### src/rtl/keyseq_pkg.sv
package keyseq_pkg;

    localparam int WORD_W   = 32;
    localparam int NUM_KEYS = 3;
    localparam int STEP_W   = (NUM_KEYS > 1) ? $clog2(NUM_KEYS) : 1;

    typedef logic [WORD_W-1:0] word_t;

    // Ordered unlock keys; index is the step at which each must arrive.
    localparam word_t UNLOCK_KEYS [NUM_KEYS] = '{
        32'h3a7f5ca3,
        32'ha1e34f20,
        32'h9608b2c1
    };

    typedef struct packed {
        logic              open;
        logic [STEP_W-1:0] step;
    } seq_state_t;

    typedef struct packed {
        logic  key_wr;
        logic  key_rd;
        word_t wdata;
    } key_evt_t;

    localparam seq_state_t SEQ_RESET = '{open: 1'b0, step: '0};

    // Next sequence state for one write to the key register.
    function automatic seq_state_t advance(seq_state_t cur,
                                           logic match_cur,
                                           logic match_first);
        seq_state_t nxt;
        nxt = SEQ_RESET;
        if (cur.open) begin
            nxt = SEQ_RESET;
        end else if (match_cur) begin
            if (cur.step == STEP_W'(NUM_KEYS - 1)) begin
                nxt.open = 1'b1;
                nxt.step = '0;
            end else begin
                nxt.step = cur.step + 1'b1;
            end
        end else if (match_first) begin
            nxt.step = STEP_W'(1);
        end
        return nxt;
    endfunction

endpackage

### src/rtl/keyseq_tracker.sv
module keyseq_tracker
    import keyseq_pkg::*;
(
    input  logic     clk,
    input  logic     rst,
    input  key_evt_t evt,
    output logic     open_o
);

    logic [NUM_KEYS-1:0] key_match;
    seq_state_t          cur_q;
    seq_state_t          nxt;

    genvar g;
    generate
        for (g = 0; g < NUM_KEYS; g++) begin : g_key_cmp
            assign key_match[g] = (evt.wdata == UNLOCK_KEYS[g]);
        end
    endgenerate

    always_comb begin
        nxt = cur_q;
        if (evt.key_wr) begin
            nxt = advance(cur_q, key_match[cur_q.step], key_match[0]);
        end
    end

    always_ff @(posedge clk) begin
        if (rst) begin
            cur_q <= SEQ_RESET;
        end else begin
            cur_q <= nxt;
        end
    end

    assign open_o = cur_q.open;

endmodule

### src/rtl/keyseq_guard.sv
module keyseq_guard
    import keyseq_pkg::*;
(
    input  logic  clk,
    input  logic  rst,
    input  logic  open_i,
    input  logic  prot_req,
    input  logic  prot_we,
    input  word_t flash_rdata,
    output logic  flash_req,
    output logic  flash_we,
    output word_t prot_rdata,
    output logic  prot_viol
);

    logic viol_q;

    assign flash_req  = prot_req & open_i;
    assign flash_we   = prot_req & prot_we & open_i;
    assign prot_rdata = open_i ? flash_rdata : '0;

    always_ff @(posedge clk) begin
        if (rst) begin
            viol_q <= 1'b0;
        end else begin
            viol_q <= prot_req & ~open_i;
        end
    end

    assign prot_viol = viol_q;

endmodule

### src/rtl/keyseq_rdport.sv
module keyseq_rdport
    import keyseq_pkg::*;
(
    input  logic  clk,
    input  logic  rst,
    input  logic  key_rd,
    output logic  rvalid,
    output word_t rdata
);

    logic rvalid_q;

    always_ff @(posedge clk) begin
        if (rst) begin
            rvalid_q <= 1'b0;
        end else begin
            rvalid_q <= key_rd;
        end
    end

    assign rvalid = rvalid_q;
    // Key words and progress are never exposed on readback.
    assign rdata  = '0;

endmodule

### src/rtl/keyseq_gate.sv
module keyseq_gate
    import keyseq_pkg::*;
#(
    parameter int                ADDR_W  = 8,
    parameter logic [ADDR_W-1:0] KEY_OFS = 8'h40
) (
    input  logic              clk,
    input  logic              rst,
    input  logic              reg_wr,
    input  logic              reg_rd,
    input  logic [ADDR_W-1:0] reg_addr,
    input  logic [31:0]       reg_wdata,
    output logic [31:0]       reg_rdata,
    output logic              reg_rvalid,
    output logic              unlocked,
    input  logic              prot_req,
    input  logic              prot_we,
    input  logic [31:0]       flash_rdata,
    output logic              flash_req,
    output logic              flash_we,
    output logic [31:0]       prot_rdata,
    output logic              prot_viol
);

    logic     key_hit;
    key_evt_t evt;
    logic     open_w;

    assign key_hit = (reg_addr == KEY_OFS);

    always_comb begin
        evt.key_wr = reg_wr & key_hit;
        evt.key_rd = reg_rd & key_hit;
        evt.wdata  = reg_wdata;
    end

    keyseq_tracker u_tracker (
        .clk    (clk),
        .rst    (rst),
        .evt    (evt),
        .open_o (open_w)
    );

    keyseq_guard u_guard (
        .clk         (clk),
        .rst         (rst),
        .open_i      (open_w),
        .prot_req    (prot_req),
        .prot_we     (prot_we),
        .flash_rdata (flash_rdata),
        .flash_req   (flash_req),
        .flash_we    (flash_we),
        .prot_rdata  (prot_rdata),
        .prot_viol   (prot_viol)
    );

    keyseq_rdport u_rdport (
        .clk    (clk),
        .rst    (rst),
        .key_rd (evt.key_rd),
        .rvalid (reg_rvalid),
        .rdata  (reg_rdata)
    );

    assign unlocked = open_w;

endmodule

### config.mk
export PLATFORM = sky130hd
export DESIGN_NAME = keyseq_gate
export DESIGN_NICKNAME = d
export VERILOG_FILES = /design/src/rtl/keyseq_pkg.sv /design/src/rtl/keyseq_tracker.sv /design/src/rtl/keyseq_guard.sv /design/src/rtl/keyseq_rdport.sv /design/src/rtl/keyseq_gate.sv
export SDC_FILE = /design/constraint.sdc
export NUM_CORES = 1
export LEC_CHECK = 0
export ABC_CLOCK_PERIOD_IN_PS = 1750
export BUFFER_PORTS_ARGS = -buffer_cell sky130_fd_sc_hd__clkbuf_2
export CORE_ASPECT_RATIO = 1.5
export CORE_UTILIZATION = 28
export CTS_BUF_LIST = sky130_fd_sc_hd__clkbuf_4 sky130_fd_sc_hd__clkbuf_8 sky130_fd_sc_hd__clkbuf_16
export DETAILED_ROUTE_END_ITERATION = 8
export PLACE_DENSITY_LB_ADDON = 0.1
export SLEW_MARGIN = 10
export SYNTH_ARGS = -nofsm -noshare
export SYNTH_HDL_FRONTEND = slang
export SYNTH_SLANG_ARGS = --single-unit
### constraint.sdc
create_clock -name clk -period 1.75 [get_ports clk]
set_input_delay 0.0875 -clock clk [delete_from_list [all_inputs] [get_ports clk]]
set_output_delay 0.0875 -clock clk [all_outputs]
set_load 0.005 [all_outputs]
==> results.txt, run 1 <==
Initial Util: 0.2984
Max VDD drop: 0.0002139 V
Critical path class: flip-flop to flip-flop
Initial antenna violation count: 0
Vias in the first global route: 856
Clock tree from TritonCTS: yes
Drt first-iter violations: 4
First-pass GRT wire length: 3249 µm
Final min period: 1.255 ns
Avg Inst Size Synth: 7.714 µm²
Post-CTS sizing: 0
Worst Hold Launch: prot_req
# fillers: 320
Pwr per Cell Area: 331.5 nW/µm²
Via density per instance: 4.041
Clock Skew: 0.0005102 ns
Outcome: completed
Port Buf Inserts: 114
Die width: 47.96 µm
N_diodes: 0
Clock slew at reported path FFs: 0.03 ns
Std-Cell Rows: 24
H-Tree Depth: 1
# clock sinks: 5
Placed Instances: 265
HPWL after DPL: 2313 µm
Drt wl/cell: 9.238 µm
Fraction of layout cells with a size suffix above 1: 0.5522
IO Count: 147
RSZ-0062 raised after global routing: false
Final Cycle Share: 0.7172
Hold Crit Endpoint: u_guard.prot_viol$_SDFF_PP0_
Area growth syn-to-layout: 60.93%
Final GP Congestion: 0.7220
Post-route ant nets: 0
Root buf cell: clkbuf_8
Post-Synthesis Cells: 115
FF-to-FF path depth: 4
CP startpoint: u_tracker.open_o$_SDFFE_PP0P_
Synthesized area: 887.1 µm²
Worst hold path type: input port to flip-flop
Total Power: 473.3 µW
Final nets: 309
Worst-Skew Late Latency: 0.22 ns
Placed cell area: 1379 µm²
Hold path depth: 2
YS warnings: 0
Achievable Freq: 0.7967 GHz
GRT Residual Overflow: 0
Yosys reg bits: 5
Die Y: 70.94 µm
Post-layout instance area: 1428 µm²
Pin count of the biggest net entering global routing: 37
Clock buffer count from CTS: 3
Final setup vio count: 0
Final hold vios: 0
Drt first pass iters: 4
Die area: 3402 µm²
TNS Setup: 0 ns
CP Data Required Time: 1.90 ns
Arr. time, crit path: 1.41 ns
Critical Path Source Type: flip-flop
Final WL: 2485 µm
Post-route DRC: 0
Maximum Capacitance Violations: 0
Static Leak: 0.8467 nW
Sequential-to-total area share from yosys stat: 0.1128
Max-slew violation count: 0
GRT Resource Usage Total: 0.1316
Endpoint class of the critical path: flip-flop
Core area: 2973 µm²
Final hold slack: 0.09777 ns
Post-CTS Setup Inserts: 0
CP Max Fanout: 2
Clk buf depth: 2
Via count: 1087
Hold-fix buffers at CTS: 0
Worst reg2reg path startpoint: u_tracker.open_o$_SDFFE_PP0P_
Post-Layout Cell Count: 269
Post-synth cell types: 27
Reg2reg end: u_tracker.cur_q[0]$_SDFFE_PP0P_
Reg2Reg Setup Slack: 0.49 ns
-- cell usage after synthesis, drive strengths merged --
master / number / area share
clkbuf: 3 / 0.013
nor3: 2 / 0.011
buf: 32 / 0.27
nor4: 3 / 0.038
nand3: 4 / 0.028
conb: 1 / 0.0042
nor4b: 4 / 0.056
nand3b: 3 / 0.025
dfxtp: 5 / 0.11
and2: 34 / 0.24
and4b: 1 / 0.011
nand2: 2 / 0.0085
nor4bb: 3 / 0.034
and3: 1 / 0.0071
inv: 1 / 0.0042
or3: 2 / 0.014
and4: 1 / 0.011
or4: 2 / 0.021
nand4b: 3 / 0.030
o21ai: 2 / 0.020
a32o: 1 / 0.013
nand4: 2 / 0.014
nor2: 3 / 0.013
-- routing by layer --
| layer | part of all wire | wire length [µm] | vias up | GRT usage |
|---|---|---|---|---|
| li1 | - | - | 566 | - |
| met1 | 0.31 | 782 | 429 | 0.1008 |
| met2 | 0.54 | 1343 | 88 | 0.2688 |
| met3 | 0.13 | 324 | 4 | 0.03061 |
| met4 | 0.014 | 35 | 0 | 0.05556 |
| met5 | 0 | 0 | - | 0 |
-- per-stage QoR --
step,setup slack (ns),utilization
2_1_floorplan,0.4903,-
3_3_place_gp,0.3345,0.4638
3_5_place_dp,0.3069,0.4638
4_1_cts,0.4883,0.4802
5_1_grt,0.4308,0.4802
6_report,0.4949,0.4802
-- power breakdown --
part | internal (mW) | total, mW | switching, mW | leakage, nW
sequential | 0.116 | 0.116 | 0.000254 | 0.0405
combinational | 0.0744 | 0.130 | 0.0556 | 0.780
clock | 0.172 | 0.227 | 0.0554 | 0.0262
total | 0.362 | 0.473 | 0.111 | 0.847
-- worst max-delay path by stage --
stage | slack, ns | cells past startpoint | to
floorplan | 0.49 | 4 | u_tracker.cur_q[0]$_SDFFE_PP0P_
global placement | 0.33 | 5 | u_tracker.cur_q[0]$_SDFFE_PP0P_
detailed placement | 0.31 | 5 | u_tracker.cur_q[0]$_SDFFE_PP0P_
CTS | 0.49 | 4 | u_tracker.open_o$_SDFFE_PP0P_
global route | 0.43 | 4 | u_tracker.open_o$_SDFFE_PP0P_
finish | 0.49 | 4 | u_tracker.cur_q[0]$_SDFFE_PP0P_
-- flip-flops by register name, summed over array words and instances, names as in the netlist --
name / cells
u_tracker.cur_q: 2
u_guard.prot_viol: 1
u_rdport.rvalid: 1
u_tracker.open_o: 1
-- cells in the final DEF, fill, tap and decap left out, types with 2 or more instances in the layout --
master    Yosys  routed
nand4b_1      3       3
or3_1         2       2
clkbuf_2      0     114
and2_1       34      34
conb_1        1      32
clkbuf_8      0       3
o21ai_2       2       2
nor4bb_1      3       3
nor4b_1       3       3
nor4_1        2       2
nor3_1        2       2
dfxtp_1       5       5
nor2_1        3       3
nand4_1       2       2
nand2_1       2       2
nand3b_1      3       3
nand3_1       3       3
-- critical path, stage by stage (launching register included) --
cell and delay (ns):
dfxtp_1 0.30, nor2_1 0.12, nand2_1 0.10, or4_4 0.54, o21ai_2 0.13
-- final cells by class --
| class | count | area (µm²) | area share |
|---|---|---|---|
| Sequential cell | 5 | 100.1 | 0.07011 |
| Timing Repair Buffer | 115 | 578.1 | 0.4049 |
| Inverter | 1 | 3.754 | 0.002629 |
| Clock buffer | 4 | 48.80 | 0.03418 |
| Tap cell | 39 | 48.80 | 0.03418 |
| Multi-Input combinational cell | 105 | 648.1 | 0.4540 |
-- kinds of logic after synthesis --
group / synth area share
buf+inv: 0.2877
simple gates: 0.5628
compound gates: 0.03244
flops: 0.1128
other cells: 0.004227
No activity file was read; power rests on OpenSTA's default activity.
==> run 2: changes to the inputs <==
--- a/config.mk
+++ b/config.mk
@@ -5,10 +5,11 @@
 export SDC_FILE = /design/constraint.sdc
 export NUM_CORES = 1
 export LEC_CHECK = 0
-export ABC_CLOCK_PERIOD_IN_PS = 1750
+export ABC_AREA = 1
+export ABC_CLOCK_PERIOD_IN_PS = 1200
 export BUFFER_PORTS_ARGS = -buffer_cell sky130_fd_sc_hd__clkbuf_2
 export CORE_ASPECT_RATIO = 1.5
-export CORE_UTILIZATION = 28
+export CORE_UTILIZATION = 33
 export CTS_BUF_LIST = sky130_fd_sc_hd__clkbuf_4 sky130_fd_sc_hd__clkbuf_8 sky130_fd_sc_hd__clkbuf_16
 export DETAILED_ROUTE_END_ITERATION = 8
 export PLACE_DENSITY_LB_ADDON = 0.1
==> constraint.sdc (replaced) <==
create_clock -name clk -period 1.2 [get_ports clk]
set_input_delay 0.06 -clock clk [delete_from_list [all_inputs] [get_ports clk]]
set_output_delay 0.06 -clock clk [all_outputs]
set_load 0.005 [all_outputs]
==> run 2 against run 1 <==
  * Clock power grew 46%
  * Critical endpoint is now prot_rdata[26]
  * Largest power group unchanged
  * Design area grew 20%
  * Non-clock buffer count is the same
  * Register-to-register slack lost 0.11 ns
  * Worst setup slack lost 0.39 ns
  * Total power grew 57%
  * Sequential share of layout area shrank 1.1 points
  * Via count grew 42%
  * Area after synthesis grew 31%
==> results.txt, run 2 <==
Hold-fix buffers at CTS: 0 (unchanged)
Final min period: 1.096 ns
Worst hold path type: input port to flip-flop (unchanged)
Slowest stage delay, CP: 0.40 ns (was 0.54 ns)
Clock buffer count from CTS: 3 (unchanged)
Area growth syn-to-layout: 47.36% (was 60.93%)
Post-route DRC: 0 (unchanged)
Final Cycle Share: 0.9135
Post-Synth Adder-Cell Area: 0 (unchanged)
Post-route ant nets: 0 (unchanged)
Critical path class: flip-flop to output pin (was flip-flop to flip-flop)
Clk pwr share: 0.445 (was 0.480)
Post-layout instance area: 1709 µm² (was 1428 µm²)
H-Tree Depth: 1 (unchanged)
Drt first pass iters: 4 (unchanged)
Max-slew violation count: 0 (unchanged)
IO Count: 147 (unchanged)
Synth area leader: nand2_1 (was buf_4)
Endpoint class of the critical path: output pin (was flip-flop)
Critical Path Source Type: flip-flop (unchanged)
Multi-input logic area: 686.9 µm² (was 648.1 µm²)
Yosys reg bits: 5 (unchanged)
Leading cell type in the layout, fill and taps excluded: clkbuf_2 (unchanged)
Reg with most FFs: u_tracker.cur_q (unchanged)
Post-synth cell types: 18 (was 27)
Sequential-to-total area share from yosys stat: 0.08630 (was 0.1128)
Post-Synthesis Cells: 239 (was 115)
Synth Area in Simple Gates: 0.4757 (was 0.5628)
# fillers: 384 (was 320)
Avg Inst Size Synth: 4.853 µm² (was 7.714 µm²)
Die width: 50.41 µm (was 47.96 µm)
Final hold vios: 0 (unchanged)
Post-synth top cells: nand2_1, inv_1, nor2_1 (was and2_1, buf_4, dfxtp_1)
Most common cell in the netlist: nand2_1 (was and2_1)
Arr. time, crit path: 1.04 ns (was 1.41 ns)
Comb pwr share: 0.327 (was 0.275)
Worst setup margin: 0.1038 ns (was 0.4949 ns)
Initial Util: 0.3428 (was 0.2984)
FFs w/ async S/R, synth: 0 (unchanged)
Vias in the first global route: 1221 (was 856)
CP Data Required Time: 1.14 ns (was 1.90 ns)
Die area: 3761 µm² (was 3402 µm²)
GRT Resource Usage Total: 0.1470 (was 0.1316)
Via count: 1539 (was 1087)
Fraction of layout cells with a size suffix above 1: 0.3654 (was 0.5522)
First-pass GRT wire length: 4485 µm (was 3249 µm)
N_diodes: 0 (unchanged)
Final nets: 432 (was 309)
Post-synthesis mux area share: 0 (unchanged)
HPWL after DPL: 2780 µm (was 2313 µm)
Root buf cell: clkbuf_8 (unchanged)
Clock slew at reported path FFs: 0.03 ns (about the same)
Outcome: completed (unchanged)
Post-synth EDFFs: 0 (unchanged)
YS warnings: 0 (unchanged)
Yosys top cell area share: 0.2362 (was 0.2708)
Final WL: 3046 µm (was 2485 µm)
Std-Cell Rows: 26 (was 24)
Final GP Congestion: 0.7481 (was 0.7220)
TNS Setup: 0 ns (unchanged)
GRT Residual Overflow: 0 (unchanged)
Max VDD drop: 0.0005518 V (was 0.0002139 V)
P_sw: 204.5 µW (was 111.3 µW)
Die Y: 74.61 µm (was 70.94 µm)
Static Leak: 1.312 nW (was 0.8467 nW)
Worst path cell trace: buf_12 -> nand2_1 -> inv_1 -> clkbuf_2 (was nor2_1 -> nand2_1 -> or4_4 -> o21ai_2)
Critical path's slowest cell: dfxtp_2 (was or4_4)
Drt first-iter violations: 23 (was 4)
Clock tree from TritonCTS: yes (unchanged)
Top cells by area, synth: nand2_1, buf_4, inv_1, nor2_1, dfxtp_1 (was buf_4, and2_1, dfxtp_1, nor4bb_1, nand4b_1)
Drt wl/cell: 7.711 µm (was 9.238 µm)
Internal Power: 539.5 µW (was 362.0 µW)
Final hold slack: 0.06948 ns (was 0.09777 ns)
Achievable Freq: 0.9123 GHz
Register area: 101.3 µm² (was 100.1 µm²)
Worst-Skew Late Latency: 0.22 ns (about the same)
Pin count of the biggest net entering global routing: 33 (was 37)
Placed cell area: 1659 µm² (was 1379 µm²)
Buf+Inv Stages, Crit Path: 3 (was 0)
Core area: 3383 µm² (was 2973 µm²)
CP Max Fanout: 32 (was 2)
Synthesized area: 1160 µm² (was 887.1 µm²)
Clk buf depth: 2 (unchanged)
Max reg flops: 2 (unchanged)
RSZ-0062 raised after global routing: false (unchanged)
Placement Setup Slack: 0.2243 ns (was 0.3069 ns)
Via density per instance: 3.896 (was 4.041)
Clock Skew: 0.0001032 ns (was 0.0005102 ns)
Synth Flop Type: dfxtp_1 (unchanged)
Initial antenna violation count: 0 (unchanged)
Maximum Capacitance Violations: 0 (unchanged)
Commonest non-fill, non-tap cells in the layout: clkbuf_2, nand2_1, inv_1 (was clkbuf_2, and2_1, conb_1)
Post-synthesis xor/xnor area fraction: 0 (unchanged)
Total Power: 744.0 µW (was 473.3 µW)
# clock sinks: 5 (unchanged)
Port Buf Inserts: 114 (unchanged)
Compound-Gate Fraction of Synth Area: 0.01294 (was 0.03244)
CP top delay family: flip-flops (was simple AND/OR/NAND/NOR gates)
Share of power burned in registers: 0.228 (was 0.245)
Final setup vio count: 0 (unchanged)
Switching Share: 0.2749 (was 0.2351)
Largest family of logic cells by synthesized area: simple AND/OR/NAND/NOR gates (unchanged)
Pwr per Cell Area: 435.3 nW/µm² (was 331.5 nW/µm²)
[run 2: repair_timing]
item                                    in CTS  in global routing
gates resized for setup                      1                  0
buffers inserted                             0                  0
hold endpoints to repair                     0                  0
endpoints found under the setup margin       1                  0
[run 2: cell type report]
type                            count  share of cell area
Sequential cell                     5             0.05930
Clock buffer                        4             0.02855
Inverter                           61              0.1340
Tap cell                           42             0.03075
Multi-Input combinational cell    168              0.4019
Timing Repair Buffer              115              0.3455
[run 2: worst paths after layout]
check	start	end	slack (ns)	depth (start not counted)
worst max-delay path	u_tracker.open_o$_SDFFE_PP0P_	prot_rdata[26]	0.10	4
worst min-delay path	rst	u_tracker.cur_q[1]$_SDFFE_PP0P_	0.07	2
worst max register to register	u_tracker.open_o$_SDFFE_PP0P_	u_tracker.open_o$_SDFFE_PP0P_	0.38	3
worst min register to register	u_tracker.cur_q[0]$_SDFFE_PP0P_	u_tracker.cur_q[0]$_SDFFE_PP0P_	0.47	2
[run 2: stage by stage]
step / utilization / cells
floorplan: - / 270
global placement: 0.4904 / 391
detailed placement: 0.4904 / 391
CTS: 0.5052 / 395
global route: 0.5052 / 395
finish: 0.5052 / 395
[run 2: power groups by stage]
stage,logic [mW],clock network (mW),registers (mW)
finish,0.243,0.331,0.169
global route,0.284,0.350,0.169
CTS,0.245,0.341,0.169
detailed placement,0.243,0,0.172
global placement,0.243,0,0.172
floorplan,0.164,0,0.172
[run 2: metal layers]
layer | up-vias | share of wire | wire length, µm | track usage
met5 | - | 0 | 0 | 0
met4 | 0 | 0 | 0 | 0.02778
met3 | 0 | 0.091 | 277 | 0.02020
met2 | 84 | 0.56 | 1693 | 0.3200
met1 | 620 | 0.35 | 1075 | 0.1411
li1 | 835 | - | - | -
[run 2: cells by family (layout without fill, tap and decap cells)]
logic type	Yosys count	count (layout)
and+or+nand+nor	133	133
other	1	32
buffers and inverters	97	180
AOI/OAI and AO/OA	3	3
DFF	5	5
